`src/rtl/pis_pkg.sv`:
```
package pis_pkg;

   localparam int PIS_MAX_XLEN = 64;

   typedef logic [PIS_MAX_XLEN-1:0] pis_wide_t;

   // Ones in the low `count` bit positions, saturating at the full width.
   function automatic pis_wide_t pis_span(input int count);
      pis_wide_t m;
      m = '0;
      for (int i = 0; i < PIS_MAX_XLEN; i++) begin
         if (i < count) m[i] = 1'b1;
      end
      return m;
   endfunction

   // Position of the single set bit of a one-hot vector (0 if none).
   function automatic int pis_onehot_pos(input pis_wide_t oh);
      int p;
      p = 0;
      for (int i = 0; i < PIS_MAX_XLEN; i++) begin
         if (oh[i]) p = i;
      end
      return p;
   endfunction

endpackage

```
`src/rtl/pis_lane_picker.sv`:
```
module pis_lane_picker
   import pis_pkg::*;
#(
   parameter int XLEN  = 16,
   parameter int LANES = 4,
   parameter int POS_W = 4
) (
   input  logic [XLEN-1:0]        mask,
   output logic [LANES-1:0]       lane_vld,
   output logic [LANES*POS_W-1:0] lane_pos,
   output logic [XLEN-1:0]        taken
);

   logic [LANES:0][XLEN-1:0] rem;

   assign rem[0] = mask;

   for (genvar l = 0; l < LANES; l++) begin : g_lane
      logic [XLEN-1:0] oh;
      pis_wide_t       oh_w;
      assign oh       = rem[l] & (~rem[l] + XLEN'(1));
      assign oh_w     = pis_wide_t'(oh);
      assign lane_vld[l] = |rem[l];
      assign lane_pos[l*POS_W +: POS_W] = POS_W'(pis_onehot_pos(oh_w));
      assign rem[l+1] = rem[l] & ~oh;
   end

   assign taken = mask & ~rem[LANES];

endmodule

```
`src/rtl/pis_op_slot.sv`:
```
module pis_op_slot #(
   parameter int XLEN  = 16,
   parameter int IDX_W = 8
) (
   input  logic             clk,
   input  logic             rst_n,
   input  logic             load,
   input  logic [IDX_W-1:0] load_base,
   input  logic [XLEN-1:0]  load_mask,
   input  logic             fire,
   input  logic [XLEN-1:0]  taken,
   output logic             busy,
   output logic [IDX_W-1:0] base,
   output logic [XLEN-1:0]  mask
);

   logic [XLEN-1:0] left;
   assign left = mask & ~taken;

   always_ff @(posedge clk) begin
      if (!rst_n) begin
         busy <= 1'b0;
         base <= '0;
         mask <= '0;
      end else if (load) begin
         busy <= 1'b1;
         base <= load_base;
         mask <= load_mask;
      end else if (busy) begin
         if (mask == '0) begin
            busy <= 1'b0;
         end else if (fire) begin
            mask <= left;
            if (left == '0) busy <= 1'b0;
         end
      end
   end

   // a retiring slot holds no leftover element
   p_empty_on_retire_r5: assert property (@(posedge clk) disable iff (!rst_n)
      $fell(busy) |-> (mask == '0));

endmodule

```
`src/rtl/pred_issue_splitter.sv`:
```
module pred_issue_splitter
   import pis_pkg::*;
#(
   parameter int XLEN  = 16,
   parameter int LANES = 4,
   parameter int IDX_W = 8,
   localparam int POS_W = (XLEN > 1) ? $clog2(XLEN) : 1,
   localparam int CNT_W = $clog2(XLEN + 1)
) (
   input  logic                   clk,
   input  logic                   rst_n,
   input  logic                   in_valid,
   output logic                   in_ready,
   input  logic [IDX_W-1:0]       in_base,
   input  logic [CNT_W-1:0]       in_count,
   input  logic [XLEN-1:0]        in_mask,
   output logic                   iss_valid,
   input  logic                   iss_ready,
   output logic [LANES-1:0]       iss_lane_vld,
   output logic [LANES*IDX_W-1:0] iss_idx
);

   if (XLEN < 2 || XLEN > PIS_MAX_XLEN) begin : g_bad_xlen
      $error("pred_issue_splitter: XLEN out of range");
   end
   if (LANES < 1 || LANES > XLEN) begin : g_bad_lanes
      $error("pred_issue_splitter: LANES must be 1..XLEN");
   end
   if (IDX_W < POS_W) begin : g_bad_idx
      $error("pred_issue_splitter: IDX_W narrower than element position");
   end

   logic                   busy;
   logic [IDX_W-1:0]       base;
   logic [XLEN-1:0]        mask;
   logic [XLEN-1:0]        taken;
   logic [XLEN-1:0]        span;
   logic [LANES-1:0]       pick_vld;
   logic [LANES*POS_W-1:0] pick_pos;
   logic                   load;
   logic                   fire;

   assign span      = XLEN'(pis_span(int'(in_count)));
   assign in_ready  = !busy;
   assign load      = in_valid && in_ready;
   assign iss_valid = busy && (mask != '0);
   assign fire      = iss_valid && iss_ready;

   pis_op_slot #(.XLEN(XLEN), .IDX_W(IDX_W)) u_slot (
      .clk       (clk),
      .rst_n     (rst_n),
      .load      (load),
      .load_base (in_base),
      .load_mask (in_mask & span),
      .fire      (fire),
      .taken     (taken),
      .busy      (busy),
      .base      (base),
      .mask      (mask)
   );

   pis_lane_picker #(.XLEN(XLEN), .LANES(LANES), .POS_W(POS_W)) u_pick (
      .mask     (mask),
      .lane_vld (pick_vld),
      .lane_pos (pick_pos),
      .taken    (taken)
   );

   for (genvar l = 0; l < LANES; l++) begin : g_out
      logic [POS_W-1:0] pos;
      assign pos = pick_pos[l*POS_W +: POS_W];
      assign iss_lane_vld[l] = busy && pick_vld[l];
      assign iss_idx[l*IDX_W +: IDX_W] = base + IDX_W'(pos);

      if (l > 0) begin : g_chk
         logic [POS_W-1:0] pos_lo;
         assign pos_lo = pick_pos[(l-1)*POS_W +: POS_W];
         // lanes fill from lane 0 with no gap
         p_dense_r4: assert property (@(posedge clk) disable iff (!rst_n)
            iss_lane_vld[l] |-> iss_lane_vld[l-1]);
         // positions rise with lane number
         p_ascend_r3: assert property (@(posedge clk) disable iff (!rst_n)
            iss_lane_vld[l] |-> (pos > pos_lo));
      end
   end

   // a presented group always uses lane 0
   p_first_lane_r4: assert property (@(posedge clk) disable iff (!rst_n)
      iss_valid |-> iss_lane_vld[0]);

   // input closes after an acceptance
   p_stall_r7: assert property (@(posedge clk) disable iff (!rst_n)
      (in_valid && in_ready) |=> !in_ready);

   // back-pressure holds the group
   p_hold_r8: assert property (@(posedge clk) disable iff (!rst_n)
      (iss_valid && !iss_ready) |=>
         (iss_valid && $stable(iss_lane_vld) && $stable(iss_idx)));

   // an accepted group removes exactly its elements
   p_shrink_r5: assert property (@(posedge clk) disable iff (!rst_n)
      fire |=> ($countones(mask) ==
                $past($countones(mask)) - $past($countones(iss_lane_vld))));

   // an empty held operation frees the slot on the next cycle
   p_empty_retire_r6: assert property (@(posedge clk) disable iff (!rst_n)
      (!in_ready && !iss_valid) |=> in_ready);

endmodule

```
`config.mk`:
```
export PLATFORM = sky130hd
export DESIGN_NAME = pred_issue_splitter
export DESIGN_NICKNAME = d
export VERILOG_FILES = /design/src/rtl/pis_pkg.sv /design/src/rtl/pis_lane_picker.sv /design/src/rtl/pis_op_slot.sv /design/src/rtl/pred_issue_splitter.sv
export SDC_FILE = /design/constraint.sdc
export NUM_CORES = 1
export LEC_CHECK = 0
export CAP_MARGIN = 5
export CORE_MARGIN = 4
export CORE_UTILIZATION = 60
export DETAILED_ROUTE_END_ITERATION = 6
export DONT_BUFFER_PORTS = 1
export PLACE_DENSITY = 0.8
export SKIP_CTS_REPAIR_TIMING = 1
export SLEW_MARGIN = 25
export SYNTH_ARGS = -nofsm -noshare
export SYNTH_HDL_FRONTEND = slang
export SYNTH_SLANG_ARGS = --single-unit
```
`constraint.sdc`:
```
create_clock -name clk -period 5.95 [get_ports clk]
set_clock_uncertainty 0.15 [all_clocks]
set_input_delay 1.785 -clock clk [delete_from_list [all_inputs] [get_ports clk]]
set_output_delay 1.785 -clock clk [all_outputs]
set_load 0.005 [all_outputs]
```
==> flow_summary.yaml <==
outcome:
  status: "complete, but fails checks"
  violations: "setup timing"
route:
  drt_iter0_drc: 675
  wl_per_cell_um: 18.6
  vias: 4564
  wirelength_um: 12200
  postRouteAntennaNets: 0
  drc: 0
  drtPass1Iterations: 7
  vias_per_cell: 6.94
sta:
  hold_viol: 0
  slew_headroom_pct: 34.7
  fin_ws_ps: -371
  period_needed_ps: 6320
  final-max-slew-violation-count: 0
  hold_ws_ps: 395
  rsz0062_at_grt: "yes"
  fin_crit_sh_pct: 106
  fmax_mhz: 158
  setup_viol: 11
  tightest_slew_ps: 976
placed_design:
  placed_cells: 646
  dp_hpwl_um: 9390
  gp_congestion: 0.998
  preCtsSetupSlack_ps: 47.2
  port_buffers: 0
critical_path:
  critPathRequiredTime_ps: 4010
  crit_type: "flop to primary output"
  cp-end-kind: "primary output"
  crit_fanout: 8
  crit_arrival_ps: 4390
  cp-start-kind: "flop"
logic_synthesis:
  syn_area_per_cell_sq_um: 6.67
  async_flop_share_pct: 0
  synth_top_area_share_pct: 12.9
  synth-seq-cells: 25
  synth.area.top_cells: "dfxtp_1 (13%), a21oi_1 (8.6%), nor2_1 (6.3%)"
  synth-seq-area-share_pct: 12.9
  yosys_warnings: 0
  synth_edf_count: 0
  syn_inst: 583
  ys.flop_type: "dfxtp_1"
  yosysTopAreaCell: "dfxtp_1"
  synth_fp_nets: 636
  synth_cell_types: 71
  syn_area_sq_um: 3890
floorplan:
  initial_core_util_pct: 61.6
  die-area_sq_um: 7840
  num_rows: 29
  core_area_sq_um: 6310
  die_x_um: 88.5
  io_pins: 71
  die_h_um: 88.5
global_route:
  antenna_found_initial: 0
  grt_max_degree: 28
  use_met3_pct: 2.89
  met1_usage_pct: 47.1
  grt_pass1_vias: 3919
  top_usage_layer: "met1"
  grt_pass1_wl_um: 19300
  grtUsageMet2_pct: 44.1
  grt_usage_pct: 30.5
  grt-ovfl-total: 0
finish:
  antennaDiodeCount: 0
  final_core_util_pct: 66.8
  stdcell_count: 658
  layout_commonest_cell: "nor2_1"
  layout-drive-gt1-share_pct: 15.1
  layout.nets: 635
  final_cell_mix: "nor2_1 (64), nand2_1 (61), a21oi_1 (61), o21ai_0 (42), buf_4 (42)"
  area_growth_pct: 8.46
  fillerInstances: 591
hold_path:
  min_path_type: "flop to flop"
pwr:
  ir_worst_vdd_mv: 0.211
  powerDensity_nw_per_um2: 193
  total_power_uw: 813
  leakage_uw: 0.00174
cts:
  insertion_delay_ps: 270
  cts_root_buffer: "clkbuf_8"
  clockBufferDepth: 2
  cts_sinks: 25
  clk_pin_slew_ps: 80
  cts_tree: "done"
  cts_htree_levels: 1
  cts_inserted_buffers: 3
job:
  cap_viol_max_count: 0
==> registers in the layout, indices dropped and copies added (netlist names) <==
signal,count
u_slot.base,8
u_slot.busy,1
u_slot.mask,16
==> critical path, cell delays in order (launching register included) <==
cell	delay, ps
dfxtp_4	370
or4_4	600
a2111oi_4	460
nor2_2	70
or3_4	440
buf_2	180
or2_2	320
nor2_1	100
a21oi_1	50
o211ai_1	320
o2111ai_2	200
ha_1	380
a21oi_2	220
nor2b_2	80
nor2_1	100
nor2_1	60
xor2_1	170
==> layout make-up <==
class	instances	area, sq um	area share [%]
multi-input cells	495	3200	75.8
flip-flops and latches	25	504	12.0
repair buffers	43	320	7.59
well taps	77	96.3	2.28
inverters	14	52.6	1.25
clock buffers	3	41.3	0.979
clock inverters	1	5.00	0.119
==> metal layers <==
metal	routed length [um]	share of wire [%]	vias up
met3	1130	9.3	29
met5	0	0	-
met4	295	2.4	0
met2	5340	44	290
li1	-	-	2166
met1	5440	45	2079
==> cells in the mapped netlist (all sizes together) (7+ instances only) <==
| library cell | number |
|---|---|
| clkbuf | 43 |
| nor2b | 7 |
| o211ai | 18 |
| o21ai | 47 |
| nand2 | 61 |
| nor3 | 14 |
| xor2 | 15 |
| a31oi | 12 |
| inv | 12 |
| o31a | 7 |
| dfxtp | 25 |
| ha | 16 |
| nand3 | 17 |
| or2 | 10 |
| a21o | 13 |
| nor2 | 66 |
| xnor2 | 14 |
| a21oi | 67 |
==> worst paths after layout <==
check,cells past startpoint,end,startpoint,slack (ps)
max reg2reg,10,u_slot.busy,u_slot.mask[5],2310
min reg2reg,2,u_slot.mask[0],u_slot.mask[0],390
max,16,iss_idx[23],u_slot.mask[5],-370
min,2,u_slot.mask[0],u_slot.mask[0],390
==> kinds of logic after synthesis <==
kind of cell,Yosys count,share of synthesized area (%)
fa+ha+maj,24,8.23
simple gates,204,24.2
flops,25,12.9
compound gates,238,41.4
buf+inv,63,6.79
xor+xnor,29,6.53
==> power by group <==
part           switching, uW  internal, uW
clock network           52.3          46.8
logic                    306           200
registers               27.6           180
total                    386           427
==> through the flow <==
step | setup TNS, ps | cell area [sq um]
after detailed placement | 0 | 4050
after CTS | -1470 | 4100
after global placement | 0 | 4050
after floorplan | -5.70 | 3900
final | -2660 | 4220
after global routing | -5160 | 4220
No activity file was read; power rests on OpenSTA's default activity.
